**config.mk**
```make
export PLATFORM = sky130hd
export DESIGN_NAME = sgi_dispatch
export DESIGN_NICKNAME = d
export VERILOG_FILES = /design/src/rtl/sgi_pkg.sv /design/src/rtl/sgi_aff_table.sv /design/src/rtl/sgi_target_match.sv /design/src/rtl/sgi_pend_bank.sv /design/src/rtl/sgi_dispatch.sv
export SDC_FILE = /design/constraint.sdc
export NUM_CORES = 1
export LEC_CHECK = 0
export ABC_AREA = 1
export BUFFER_PORTS_ARGS = -buffer_cell sky130_fd_sc_hd__buf_4
export CORE_UTILIZATION = 25
export CTS_BUF_LIST = sky130_fd_sc_hd__clkbuf_16
export CTS_CLUSTER_DIAMETER = 100
export DETAILED_ROUTE_END_ITERATION = 10
export PLACE_DENSITY = 0.47
export REMOVE_ABC_BUFFERS = 1
export SYNTH_ARGS = -nofsm -noshare
export SYNTH_HDL_FRONTEND = slang
export SYNTH_SLANG_ARGS = --single-unit
```
**constraint.sdc**
```tcl
create_clock -name clk -period 4.15 [get_ports clk]
set_clock_uncertainty 0.15 [all_clocks]
set_input_delay 0.6225 -clock clk [delete_from_list [all_inputs] [get_ports clk]]
set_output_delay 0.6225 -clock clk [all_outputs]
set_load 0.02 [all_outputs]
```
**src/rtl/sgi_pkg.sv**
```systemverilog
package sgi_pkg;

    localparam int REQ_W    = 64;
    localparam int ID_W     = 4;
    localparam int NUM_IDS  = 1 << ID_W;
    localparam int LIST_W   = 16;
    localparam int LVL_W    = 8;
    localparam int AFF_W    = 4 * LVL_W;
    localparam int AFF_HI_W = 3 * LVL_W;

    typedef struct packed {
        logic [LVL_W-1:0]  lvl3;
        logic [LVL_W-1:0]  lvl2;
        logic [LVL_W-1:0]  lvl1;
        logic [LVL_W-1:0]  lvl0;
    } sgi_aff_t;

    typedef struct packed {
        logic [LVL_W-1:0]  lvl3;
        logic [LVL_W-1:0]  lvl2;
        logic [LVL_W-1:0]  lvl1;
        logic              bcast;
        logic [ID_W-1:0]   id;
        logic [LIST_W-1:0] list;
    } sgi_req_t;

    // Pull the fields of a request word out of their fixed bit positions.
    function automatic sgi_req_t sgi_decode(input logic [REQ_W-1:0] w);
        sgi_req_t r;
        r.list  = w[15:0];
        r.lvl1  = w[23:16];
        r.id    = w[27:24];
        r.lvl2  = w[39:32];
        r.bcast = w[40];
        r.lvl3  = w[55:48];
        return r;
    endfunction

endpackage

```
**src/rtl/sgi_aff_table.sv**
```systemverilog
module sgi_aff_table
    import sgi_pkg::*;
#(
    parameter int NUM_CORES = 8,
    localparam int IDX_W = (NUM_CORES > 1) ? $clog2(NUM_CORES) : 1
) (
    input  logic             clk,
    input  logic             rst_n,
    input  logic             wr_en,
    input  logic [IDX_W-1:0] wr_idx,
    input  sgi_aff_t         wr_val,
    input  logic [IDX_W-1:0] rd_idx,
    output sgi_aff_t         rd_val
);

    sgi_aff_t ent_d [NUM_CORES];
    sgi_aff_t ent_q [NUM_CORES];

    for (genvar c = 0; c < NUM_CORES; c++) begin : g_ent
        always_comb begin
            ent_d[c] = ent_q[c];
            if (wr_en && (wr_idx == IDX_W'(c))) begin
                ent_d[c] = wr_val;
            end
        end

        always_ff @(posedge clk) begin
            if (!rst_n) begin
                ent_q[c] <= '0;
            end else begin
                ent_q[c] <= ent_d[c];
            end
        end
    end

    always_comb begin
        rd_val = '0;
        for (int c = 0; c < NUM_CORES; c++) begin
            if (rd_idx == IDX_W'(c)) begin
                rd_val = ent_q[c];
            end
        end
    end

endmodule

```
**src/rtl/sgi_target_match.sv**
```systemverilog
module sgi_target_match
    import sgi_pkg::*;
#(
    parameter int NUM_CORES = 8,
    localparam int IDX_W = (NUM_CORES > 1) ? $clog2(NUM_CORES) : 1
) (
    input  sgi_aff_t            cand_aff,
    input  logic [IDX_W-1:0]    cand_idx,
    input  logic [AFF_HI_W-1:0] want_hi,
    input  logic                bcast,
    input  logic [IDX_W-1:0]    src_idx,
    input  logic [LIST_W-1:0]   mask,
    output logic                hit,
    output logic [LIST_W-1:0]   mask_next
);

    logic                  hi_eq;
    logic                  lo_ok;
    logic [LIST_W-1:0]     lo_bit;

    always_comb begin
        hi_eq  = ({cand_aff.lvl3, cand_aff.lvl2, cand_aff.lvl1} == want_hi);
        lo_ok  = (cand_aff.lvl0 < LVL_W'(LIST_W));
        lo_bit = lo_ok ? (LIST_W'(1) << cand_aff.lvl0[ID_W-1:0]) : '0;

        if (bcast) begin
            hit = (cand_idx != src_idx);
        end else begin
            hit = hi_eq && ((mask & lo_bit) != '0);
        end

        mask_next = (hit && !bcast) ? (mask & ~lo_bit) : mask;
    end

endmodule

```
**src/rtl/sgi_pend_bank.sv**
```systemverilog
module sgi_pend_bank
    import sgi_pkg::*;
#(
    parameter int NUM_CORES = 8,
    localparam int IDX_W = (NUM_CORES > 1) ? $clog2(NUM_CORES) : 1
) (
    input  logic                        clk,
    input  logic                        rst_n,
    input  logic                        set_en,
    input  logic [IDX_W-1:0]            set_core,
    input  logic [ID_W-1:0]             set_id,
    input  logic                        clr_en,
    input  logic [IDX_W-1:0]            clr_core,
    input  logic [ID_W-1:0]             clr_id,
    output logic [NUM_CORES*NUM_IDS-1:0] pend
);

    logic [NUM_IDS-1:0] row_d [NUM_CORES];
    logic [NUM_IDS-1:0] row_q [NUM_CORES];

    for (genvar c = 0; c < NUM_CORES; c++) begin : g_row
        logic [NUM_IDS-1:0] clr_vec;
        logic [NUM_IDS-1:0] set_vec;

        always_comb begin
            clr_vec = (clr_en && (clr_core == IDX_W'(c))) ? (NUM_IDS'(1) << clr_id) : '0;
            set_vec = (set_en && (set_core == IDX_W'(c))) ? (NUM_IDS'(1) << set_id) : '0;
            // a set in the same cycle overrides a clear of the same bit
            row_d[c] = (row_q[c] & ~clr_vec) | set_vec;
        end

        always_ff @(posedge clk) begin
            if (!rst_n) begin
                row_q[c] <= '0;
            end else begin
                row_q[c] <= row_d[c];
            end
        end

        assign pend[c*NUM_IDS +: NUM_IDS] = row_q[c];
    end

endmodule

```
**src/rtl/sgi_dispatch.sv**
```systemverilog
module sgi_dispatch
    import sgi_pkg::*;
#(
    parameter int NUM_CORES = 8,
    localparam int IDX_W = (NUM_CORES > 1) ? $clog2(NUM_CORES) : 1
) (
    input  logic                         clk,
    input  logic                         rst_n,
    input  logic                         req_valid,
    input  logic [REQ_W-1:0]             req_word,
    input  logic [IDX_W-1:0]             req_src,
    input  logic                         req_g1_ok,
    output logic                         busy,
    output logic                         done,
    input  logic                         aff_wr_en,
    input  logic [IDX_W-1:0]             aff_wr_idx,
    input  logic [AFF_W-1:0]             aff_wr_val,
    input  logic                         grp_wr_en,
    input  logic [NUM_IDS-1:0]           grp_wr_val,
    input  logic                         clr_en,
    input  logic [IDX_W-1:0]             clr_core,
    input  logic [ID_W-1:0]              clr_id,
    output logic [NUM_CORES*NUM_IDS-1:0] pend
);

    localparam logic [IDX_W-1:0] LAST_IDX = IDX_W'(NUM_CORES - 1);

    typedef struct packed {
        logic                busy;
        logic                done;
        logic [IDX_W-1:0]    idx;
        logic [LIST_W-1:0]   mask;
        logic [ID_W-1:0]     id;
        logic                bcast;
        logic [IDX_W-1:0]    src;
        logic                g1ok;
        logic [AFF_HI_W-1:0] want_hi;
        logic [NUM_IDS-1:0]  grp;
    } scan_t;

    scan_t              s_d;
    scan_t              s_q;
    sgi_req_t           req;
    sgi_aff_t           cand_aff;
    logic               hit;
    logic [LIST_W-1:0]  mask_next;
    logic               set_en;
    logic               last_visit;

    assign req = sgi_decode(req_word);

    sgi_aff_table #(.NUM_CORES(NUM_CORES)) u_aff (
        .clk    (clk),
        .rst_n  (rst_n),
        .wr_en  (aff_wr_en),
        .wr_idx (aff_wr_idx),
        .wr_val (sgi_aff_t'(aff_wr_val)),
        .rd_idx (s_q.idx),
        .rd_val (cand_aff)
    );

    sgi_target_match #(.NUM_CORES(NUM_CORES)) u_match (
        .cand_aff  (cand_aff),
        .cand_idx  (s_q.idx),
        .want_hi   (s_q.want_hi),
        .bcast     (s_q.bcast),
        .src_idx   (s_q.src),
        .mask      (s_q.mask),
        .hit       (hit),
        .mask_next (mask_next)
    );

    always_comb begin
        s_d        = s_q;
        s_d.done   = 1'b0;
        set_en     = 1'b0;
        last_visit = 1'b0;

        if (grp_wr_en) begin
            s_d.grp = grp_wr_val;
        end

        if (s_q.busy) begin
            set_en     = hit && (!s_q.grp[s_q.id] || s_q.g1ok);
            s_d.mask   = mask_next;
            last_visit = (s_q.idx == LAST_IDX) || (!s_q.bcast && (mask_next == '0));
            if (last_visit) begin
                s_d.busy = 1'b0;
                s_d.done = 1'b1;
            end else begin
                s_d.idx = s_q.idx + 1'b1;
            end
        end else if (req_valid) begin
            s_d.busy    = 1'b1;
            s_d.idx     = '0;
            s_d.mask    = req.list;
            s_d.id      = req.id;
            s_d.bcast   = req.bcast;
            s_d.src     = req_src;
            s_d.g1ok    = req_g1_ok;
            s_d.want_hi = {req.lvl3, req.lvl2, req.lvl1};
        end
    end

    always_ff @(posedge clk) begin
        if (!rst_n) begin
            s_q <= '0;
        end else begin
            s_q <= s_d;
        end
    end

    sgi_pend_bank #(.NUM_CORES(NUM_CORES)) u_pend (
        .clk      (clk),
        .rst_n    (rst_n),
        .set_en   (set_en),
        .set_core (s_q.idx),
        .set_id   (s_q.id),
        .clr_en   (clr_en),
        .clr_core (clr_core),
        .clr_id   (clr_id),
        .pend     (pend)
    );

    assign busy = s_q.busy;
    assign done = s_q.done;

endmodule

```
==> metrics.txt, run 1 <==
sequential fraction of the synthesis area=45.3%; pre-CTS setup slack=8.59 ps; GRT Total Usage=17.1%; CTS tree=built; critical path type=flip-flop to flip-flop; initial drt markers=1258; P per Cell Area=396 mW/mm^2; Root Buffer=clkbuf_16; Synth Area per Inst=6.90 um^2; Clock Path Buffers=3; Synth Register Bits=454; CTS sink count=454; final worst slack=290 ps; dpl hpwl=48300 um; Area growth, synth to finish=26.9%; Highest Clock Rate=259 MHz; setup tns final=0 ps; area of the multi-input gates=0.00932 mm^2; vias in the first global route=18000; post-DR wirelength/cell=17.0 um; final hold vios=0; placement-stage cell area=0.0236 mm^2; CP Launch Type=flip-flop; Total Wirelength=72000 um; buffers added on ports=242; CP Capture Type=flip-flop; Finished Layout Cells=4236; status=finished, final reports clean; worst min path class=primary input to flip-flop; worst-margin pin slew=1080 ps; Post-synth ARST share=0%; worst-path maximum fanout=19; Final period util=93.0%; Routed Antenna Nets=0; Final Net Count=3284; die height=285 um; Ys Warns=0; Initial Util=25.3%; most common cell after layout, fill and taps aside=nand2_1; cts bufs inserted=52; Final setup viols=0; Overall Power=10.1 mW; Final Hold Slack=100 ps; fin. max-slew vios=0; Post-synth EDFFs=0; critical path arrival=4180 ps; H-Tree Depth=2; maximum resistive drop on vdd=0.272 mV; most used flip-flop cell after synthesis=dfxtp_1; fillers=8661; Register Area=0.00909 mm^2; Finished Core Util=32.1%; core box area=0.0793 mm^2; Reg clk slew, reported paths=60 ps; most frequent cells in the layout=nand2_1, o21ai_0, dfxtp_1; worst skew pair latency=610 ps; die area=0.0814 mm^2; RePlAce Congestion=0.809; first-pass GRT wire length=110000 um; Leak=10.2 nW; initial antenna violation count=2; Placed Cells=4141; Die Wd=285 um; Final Instance Area=0.0255 mm^2; Residual DRC=0; Syn Inst Count=2909; worst relative slew slack=27.9%; share of cells above drive strength 1=16.4%; Cell Area, Synth=0.0201 mm^2; GRT overflow=0; synth unique cells=35; vias=19600; I/O pins=262; max-cap viol count=0; # rows=103; worst endpoint required time=4470 ps; unrepaired setup endpoints after global routing=yes; Final min period=3860 ps; hold bufs inserted after CTS=0; TritonRoute pass-1 iters=5; vias per cell=4.62; pin count of the biggest net entering global routing=136
==> where the power goes <==
group / internal [mW] / switching (mW) / total (mW)
sequential: 4.50 / 0.0708 / 4.57
clock: 2.43 / 1.91 / 4.34
combinational: 0.402 / 0.773 / 1.17
==> cell type report <==
cell class	count	share of cell area [%]
diodes	2	0.0197
repair buffers	361	11.9
inverters	304	4.50
flip-flops and latches	454	35.7
well taps	1050	5.16
multi-input cells	1973	36.6
clock inverters	39	0.963
clock buffers	53	5.21
==> cell families (layout without fill, tap and decap cells) <==
kind of cell    count (synthesis)  count (layout)  share of synthesized area, %
other cells                     0               2                             0
xor+xnor                        1               1                        0.0437
flops                         454             454                          45.3
compound gates                902             902                          22.9
simple gates                 1064            1064                          22.0
buf+inv                       482             757                          9.40
fa+ha+maj                       6               6                         0.374
==> Yosys cell counts (2+ instances only) <==
master	count	share of area (%)
nand3_1	134	3.3
nor2_4	8	0.45
nand2_2	2	0.062
nor2_1	307	5.7
clkbuf_1	141	2.6
nor3_1	21	0.52
dfxtp_1	454	45
a21oi_1	360	9.0
inv_1	291	5.4
ha_1	6	0.37
nor2_2	2	0.062
o21ai_0	512	13
inv_2	6	0.11
or2_2	25	0.78
clkinv_1	7	0.13
buf_2	16	0.40
nand4_1	19	0.59
a221oi_1	3	0.13
a31oi_1	16	0.50
o211ai_1	2	0.075
buf_1	6	0.11
nand2_1	534	10
buf_4	13	0.49
o22ai_1	3	0.094
nand3b_1	11	0.41
==> worst paths after layout <==
| kind | slack, ps | cells after the start | to | from |
|---|---|---|---|---|
| worst max-delay path | 290 | 26 | s_q[66] | s_q[65] |
| worst min-delay path | 100 | 3 | s_q[11] | grp_wr_val[11] |
| worst max register to register | 290 | 26 | s_q[66] | s_q[65] |
| worst min register to register | 290 | 2 | u_aff.ent_q[0][13] | u_aff.ent_q[0][13] |
==> worst max-delay path, cell delays in order, from the launching register on <==
cell and delay (ps):
dfxtp_2 370, ha_2 190, ha_2 180, clkinv_1 100, buf_12 170, buf_12 150, or2_2 270, nand3_1 90
nand2_1 50, nand2_1 70, nand2_1 70, nand3_1 90, nand2_1 80, nor2_2 120, nand2_1 70, nor2_2 110
nand2_2 100, nor2_4 230, buf_2 220, nand3_1 130, nand2_1 80, nand4_1 100, nor2_1 150, nand2_2 100
buf_4 150, nand4_1 80, a21oi_2 60
==> repair_timing <==
action	CTS	global route
setup endpoints to repair	3	133
setup buffers	0	0
cloned	0	1
gates resized for setup	1	71
pin swaps	0	6
==> metal layers <==
layer	part of all wire, %	track usage (%)	vias up
met3	4.3	2.31	109
met2	48	29.1	397
met4	2.8	5.19	2
li1	-	-	9992
met1	45	22.4	9057
met5	0.019	0	-
==> registers in the layout (all words and copies together), names as in the netlist <==
register      cells
u_aff.ent_q     256
done              1
s_q              68
u_pend.row_q    128
busy              1
Note: power is estimated with default switching activity, not from simulation.
==> run 2: changes to the inputs <==
PLACE_DENSITY = 0.48   (was 0.47)
REMOVE_ABC_BUFFERS = not set   (was 1)
==> run 2 against run 1 <==
- sequential power is essentially flat
- clock-buffer cell count shrank 3
- worst setup slack gained 85 ps
- flip-flop and latch count is the same
- utilization shrank 0.27 points
- via count shrank 0.83%
- first-iteration DRC count shrank 13%
- wire length grew 0.30%
- design area shrank 0.85%
- hold slack gained 25 ps
- highest routed layer unchanged
==> metrics.txt, run 2 (synthesis results as in run 1) <==
cts bufs inserted=50 (-3.8%); Levels on crit path=32 (+23%); initial antenna violation count=3 (+1); GRT overflow=0 (unchanged); R2R setup slack=370 ps (+80 ps); worst min path class=primary input to flip-flop; post-DR wirelength/cell=17.1 um (+0.49%); P per Cell Area=391 mW/mm^2 (-1.2%); Area growth, synth to finish=25.9%; core box area=0.0793 mm^2 (unchanged); Leak=10.1 nW (-0.63%); worst endpoint required time=4490 ps (+20 ps); TritonRoute pass-1 iters=5 (unchanged); Largest Register=u_aff.ent_q; pre-CTS setup slack=-4.25 ps (-12.8 ps); Top Family by Delay on Critical Path=simple AND/OR/NAND/NOR gates; final worst slack=375 ps (+84.8 ps); CP Capture Type=flip-flop; vias=19400 (-0.83%); Final setup viols=0 (unchanged); critical path type=flip-flop to flip-flop; Buf+Inv Stages, Crit Path=5 (unchanged); die height=285 um (unchanged); worst-path maximum fanout=8 (-11); CTS sink count=454 (unchanged); dpl hpwl=50200 um (+3.8%); maximum resistive drop on vdd=0.289 mV (+6.3%); vias in the first global route=18200 (+0.89%); Reg clk slew, reported paths=60 ps (about the same); Worst Reg-to-Reg Cells=32 (+23%); GRT Total Usage=17.1% (-0.021 points); CP Launch Point=s_q[65]; pin count of the biggest net entering global routing=180 (+32%); top flop regs=u_aff.ent_q (256), u_pend.row_q (128), s_q (68); most common cell after layout, fill and taps aside=nand2_1; CTS tree=built; worst skew pair latency=610 ps (about the same); fin. max-slew vios=0 (unchanged); share of cells above drive strength 1=16.1% (-0.31 points); # rows=103 (unchanged); Root Buffer=clkbuf_16; Highest Clock Rate=265 MHz (+2.2%); Final min period=3780 ps (-84.8 ps); Residual DRC=0 (unchanged); first-pass GRT wire length=110000 um (-0.17%); worst-margin pin slew=1250 ps (+171 ps); slowest stage delay, CP=340 ps (-30 ps); Final period util=91.0% (-2.0 points); Overall Power=9.88 mW (-2.1%); Total Wirelength=72300 um (+0.30%); critical path arrival=4120 ps (-60 ps); Die Wd=285 um (unchanged); status=finished, final reports clean; initial drt markers=1093 (-13%); vias per cell=4.59 (-0.64%); worst relative slew slack=16.2% (-12 points); I/O pins=262 (unchanged); fillers=8735 (+0.85%); Largest register FFs=256 (unchanged); Routed Antenna Nets=0 (unchanged); Post-Syn Nets=3047; H-Tree Depth=2 (unchanged); most used cell, CP=nand2_1; Reg-to-Reg End=s_q[66]; Clock Path Buffers=3 (unchanged); die area=0.0814 mm^2 (unchanged); CP Launch Type=flip-flop; RePlAce Congestion=0.813 (+0.49%); buffers added on ports=242 (unchanged); Reg2Reg Launch Point=s_q[65]; Final Net Count=3277 (-0.21%); worst-path cell with the longest stage delay=dfxtp_2; final hold vios=0 (unchanged); Initial Util=25.3% (unchanged); worst setup path end=s_q[66]; most frequent cells in the layout=nand2_1, o21ai_0, dfxtp_1; max-cap viol count=0 (unchanged)
==> run 2: changes by cell type in the layout (fill, tap and decap cells not counted), moves of 3 or more <==
cell,change
inv_1,-3
ha_4,+3
ha_2,-4
buf_12,-6
nor2_1,+7
inv_2,+3
clkinv_2,+5
nor3_2,+3
nor2_2,-5
nor3_1,-3
clkinv_1,-3
==> run 2: metrics by stage <==
step	cell area [um^2]	utilization [%]	TNS [ps]	cells	hold WS (ps)
floorplan	20100	-	0	2909	275
global placement	23500	29.7	0	4134	283
detailed placement	23500	29.7	-4.47	4134	288
CTS	25000	31.5	0	4223	99.7
global route	25300	31.9	-16.2	4228	126
finish	25300	31.9	0	4228	125
==> run 2: power breakdown <==
group	leakage [nW]	internal (mW)	switching, mW
Sequential	3.69	4.50	0.0694
Clock	0.778	2.24	1.91
Combinational	5.65	0.396	0.770
==> run 2: area by class of cell <==
type | instances | area (um^2) | area share, %
multi-input cells | 1973 | 9300 | 36.8
flip-flops and latches | 454 | 9090 | 36.0
repair buffers | 356 | 2940 | 11.6
well taps | 1050 | 1310 | 5.20
clock buffers | 50 | 1250 | 4.95
inverters | 304 | 1150 | 4.54
clock inverters | 39 | 204 | 0.808
diodes | 2 | 5.00 | 0.0198
==> run 2: layer usage <==
metal	wire [um]	vias up	GRT usage, %
met5	17	-	0
met4	1210	2	3.74
met3	2990	85	2.51
met2	36100	396	30.4
met1	31900	8951	21.7
li1	-	9961	-
==> run 2: how the worst min path moves through the flow <==
stage / from / end / slack, ps / depth (start not counted)
6_report: grp_wr_val[2] / s_q[2] / 120 / 3
5_1_grt: grp_wr_val[2] / s_q[2] / 130 / 3
3_5_place_dp: u_aff.ent_q[1][91] / u_aff.ent_q[1][91] / 290 / 2
2_1_floorplan: u_aff.ent_q[0][10] / u_aff.ent_q[0][10] / 270 / 2
4_1_cts: grp_wr_val[2] / s_q[2] / 100 / 3
3_3_place_gp: u_aff.ent_q[1][85] / u_aff.ent_q[1][85] / 280 / 2
==> run 2: timing repair <==
item                                    4_1_cts  5_1_grt
cloned                                        0        2
pin swaps                                     0        2
buffers inserted                              0        1
gates resized for setup                       2       60
hold endpoints to repair                      0        0
hold buffers                                  0        0
endpoints found under the setup margin        2      133
==> run 2: worst min-delay path, delay by kind of cell <==
kind,cells,cell delay (ps)
buffers and inverters,1,80
and+or+nand+nor,2,120
==> run 3: changes to the inputs <==
CORE_ASPECT_RATIO = 0.7   (was not set)
==> run 3 against run 2 <==
- worst setup slack improved by 11 ps
- final cell count barely moved
- non-clock buffer count did not move
- critical endpoint unchanged
- highest routed layer is now met4
==> metrics.txt, run 3 (synthesis results as in run 1) <==
initial drt markers=1307 (+20%); Sw Share=27.5% (-0.35 points); worst-path maximum fanout=19 (+11); dpl hpwl=49700 um (-0.96%); critical path type=flip-flop to flip-flop; Reg-to-Reg End=s_q[66]; initial antenna violation count=2 (-1); final hold vios=0 (unchanged); Largest Register=u_aff.ent_q; die area=0.0814 mm^2 (about the same); GRT overflow=0 (unchanged); post-DR wirelength/cell=16.8 um (-1.8%); CTS sink count=454 (unchanged); CTS tree=built; Clock Path Buffers=3 (unchanged); Final Hold Slack=101 ps (-23.5 ps); CP Launch Point=s_q[65]; die height=239 um (-16%); I/O pins=262 (unchanged); top flop regs=u_aff.ent_q (256), u_pend.row_q (128), s_q (68); vias per cell=4.59 (about the same); Residual DRC=0 (unchanged); Routed Antenna Nets=0 (unchanged); CP Launch Type=flip-flop; Total Wirelength=71000 um (-1.7%); worst setup path end=s_q[66]; slowest stage delay, CP=400 ps (+60 ps); most frequent cells in the layout=nand2_1, o21ai_0, dfxtp_1; Reg clk slew, reported paths=60 ps (about the same); GRT Total Usage=16.7% (-0.37 points); final worst slack=386 ps (+10.9 ps); worst min path class=primary input to flip-flop; pin count of the biggest net entering global routing=201 (+12%); most common cell after layout, fill and taps aside=nand2_1; RePlAce Congestion=0.829 (+1.9%); Placed Cells=4136 (+0.048%); Final Instance Area=0.0254 mm^2 (+0.61%); H-Tree Depth=2 (unchanged); cts bufs inserted=49 (-2.0%); placement-stage cell area=0.0235 mm^2 (about the same); Final Net Count=3276 (-0.031%); critical path arrival=4130 ps (about the same); R2R setup slack=390 ps (about the same); worst-margin pin slew=1090 ps (-154 ps); Final min period=3760 ps (-10.9 ps); buffers added on ports=242 (unchanged); worst-path cell with the longest stage delay=dfxtp_4; Clock Power Share=42.0% (about the same); Die Wd=341 um (+19%); Area growth, synth to finish=26.6%; Post-Syn Nets=3047 (unchanged); first-pass GRT wire length=107000 um (-2.2%); core box area=0.0791 mm^2 (-0.21%); Root Buffer=clkbuf_16; worst relative slew slack=26.8% (+11 points); TritonRoute pass-1 iters=5 (unchanged); P per Cell Area=391 mW/mm^2 (about the same); setup tns final=0 ps (unchanged); combinational power share=12.0% (+0.2 points); status=finished, final reports clean; share of cells above drive strength 1=16.6% (+0.47 points); Highest Clock Rate=266 MHz (+0.29%); switching pwr=2.73 mW (-0.76%); hold bufs inserted after CTS=0 (unchanged); Final period util=90.7% (-0.26 points); Worst Reg-to-Reg Cells=27 (-16%); Largest register FFs=256 (unchanged); maximum resistive drop on vdd=0.302 mV (+4.3%); sequential power share=46.0% (-0.3 points); unrepaired setup endpoints after global routing=no; CP Capture Type=flip-flop; pre-CTS setup slack=106 ps (+111 ps); Finished Core Util=32.1% (+0.26 points); Overall Power=9.93 mW (+0.52%); Initial Util=25.4% (+0.054 points); max-cap viol count=0 (unchanged); Leak=10.1 nW (-0.12%); Int Pwr=7.20 mW (+1.0%); Final setup viols=0 (unchanged); # rows=86 (-17%); worst endpoint required time=4520 ps (+30 ps); Reg2Reg Launch Point=s_q[65]; vias in the first global route=18000 (-0.79%); most used cell, CP=nand2_1; fin. max-slew vios=0 (unchanged); Finished Layout Cells=4230 (+0.047%); vias=19400 (+0.062%); worst skew pair latency=600 ps (about the same)
run 3: power by group through the flow:
stage,combinational (mW),sequential (mW),clock [mW]
finish,1.19,4.57,4.17
global route,1.33,4.59,4.48
global placement,1.13,4.66,0
detailed placement,1.13,4.66,0
CTS,1.14,4.57,4.29
floorplan,0.658,4.64,0
run 3: critical path: cells and delay by family, from the launching register on:
kind            cells  cell delay [ps]
compound gates      1              140
simple gates       18             1930
buf+inv             6              710
flops               1              400
fa+ha+maj           2              310
run 3: per-layer routing:
metal	share of wire (%)	track usage, %	vias up
met5	0	0	-
met2	43	25.1	354
met3	4.7	2.44	75
met1	51	24.7	9001
met4	1.8	4.27	0
li1	-	-	9977
run 3: area by class of cell:
class	instances	area, um^2
Inverter	304	1160
Antenna cell	4	10.0
Timing Repair Buffer	356	3000
Clock inverter	33	219
Tap cell	1056	1320
Multi-Input combinational cell	1973	9350
Sequential cell	454	9100
Fill cell	8595	53700
Clock buffer	50	1250
run 3: timing repair:
item | in CTS | in global routing
resized for setup | 0 | 83
endpoints found under the setup margin | 0 | 133
setup buffers | 0 | 3
run 3: worst min path at each step:
stage,startpoint,end,slack [ps],depth (start not counted)
2_1_floorplan,u_aff.ent_q[0][10],u_aff.ent_q[0][10],270,2
3_3_place_gp,u_aff.ent_q[1][23],u_aff.ent_q[1][23],280,2
3_5_place_dp,u_aff.ent_q[1][9],u_aff.ent_q[1][9],290,2
4_1_cts,grp_wr_val[6],s_q[6],70,3
5_1_grt,grp_wr_val[7],s_q[7],80,3
6_report,grp_wr_val[6],s_q[6],100,3
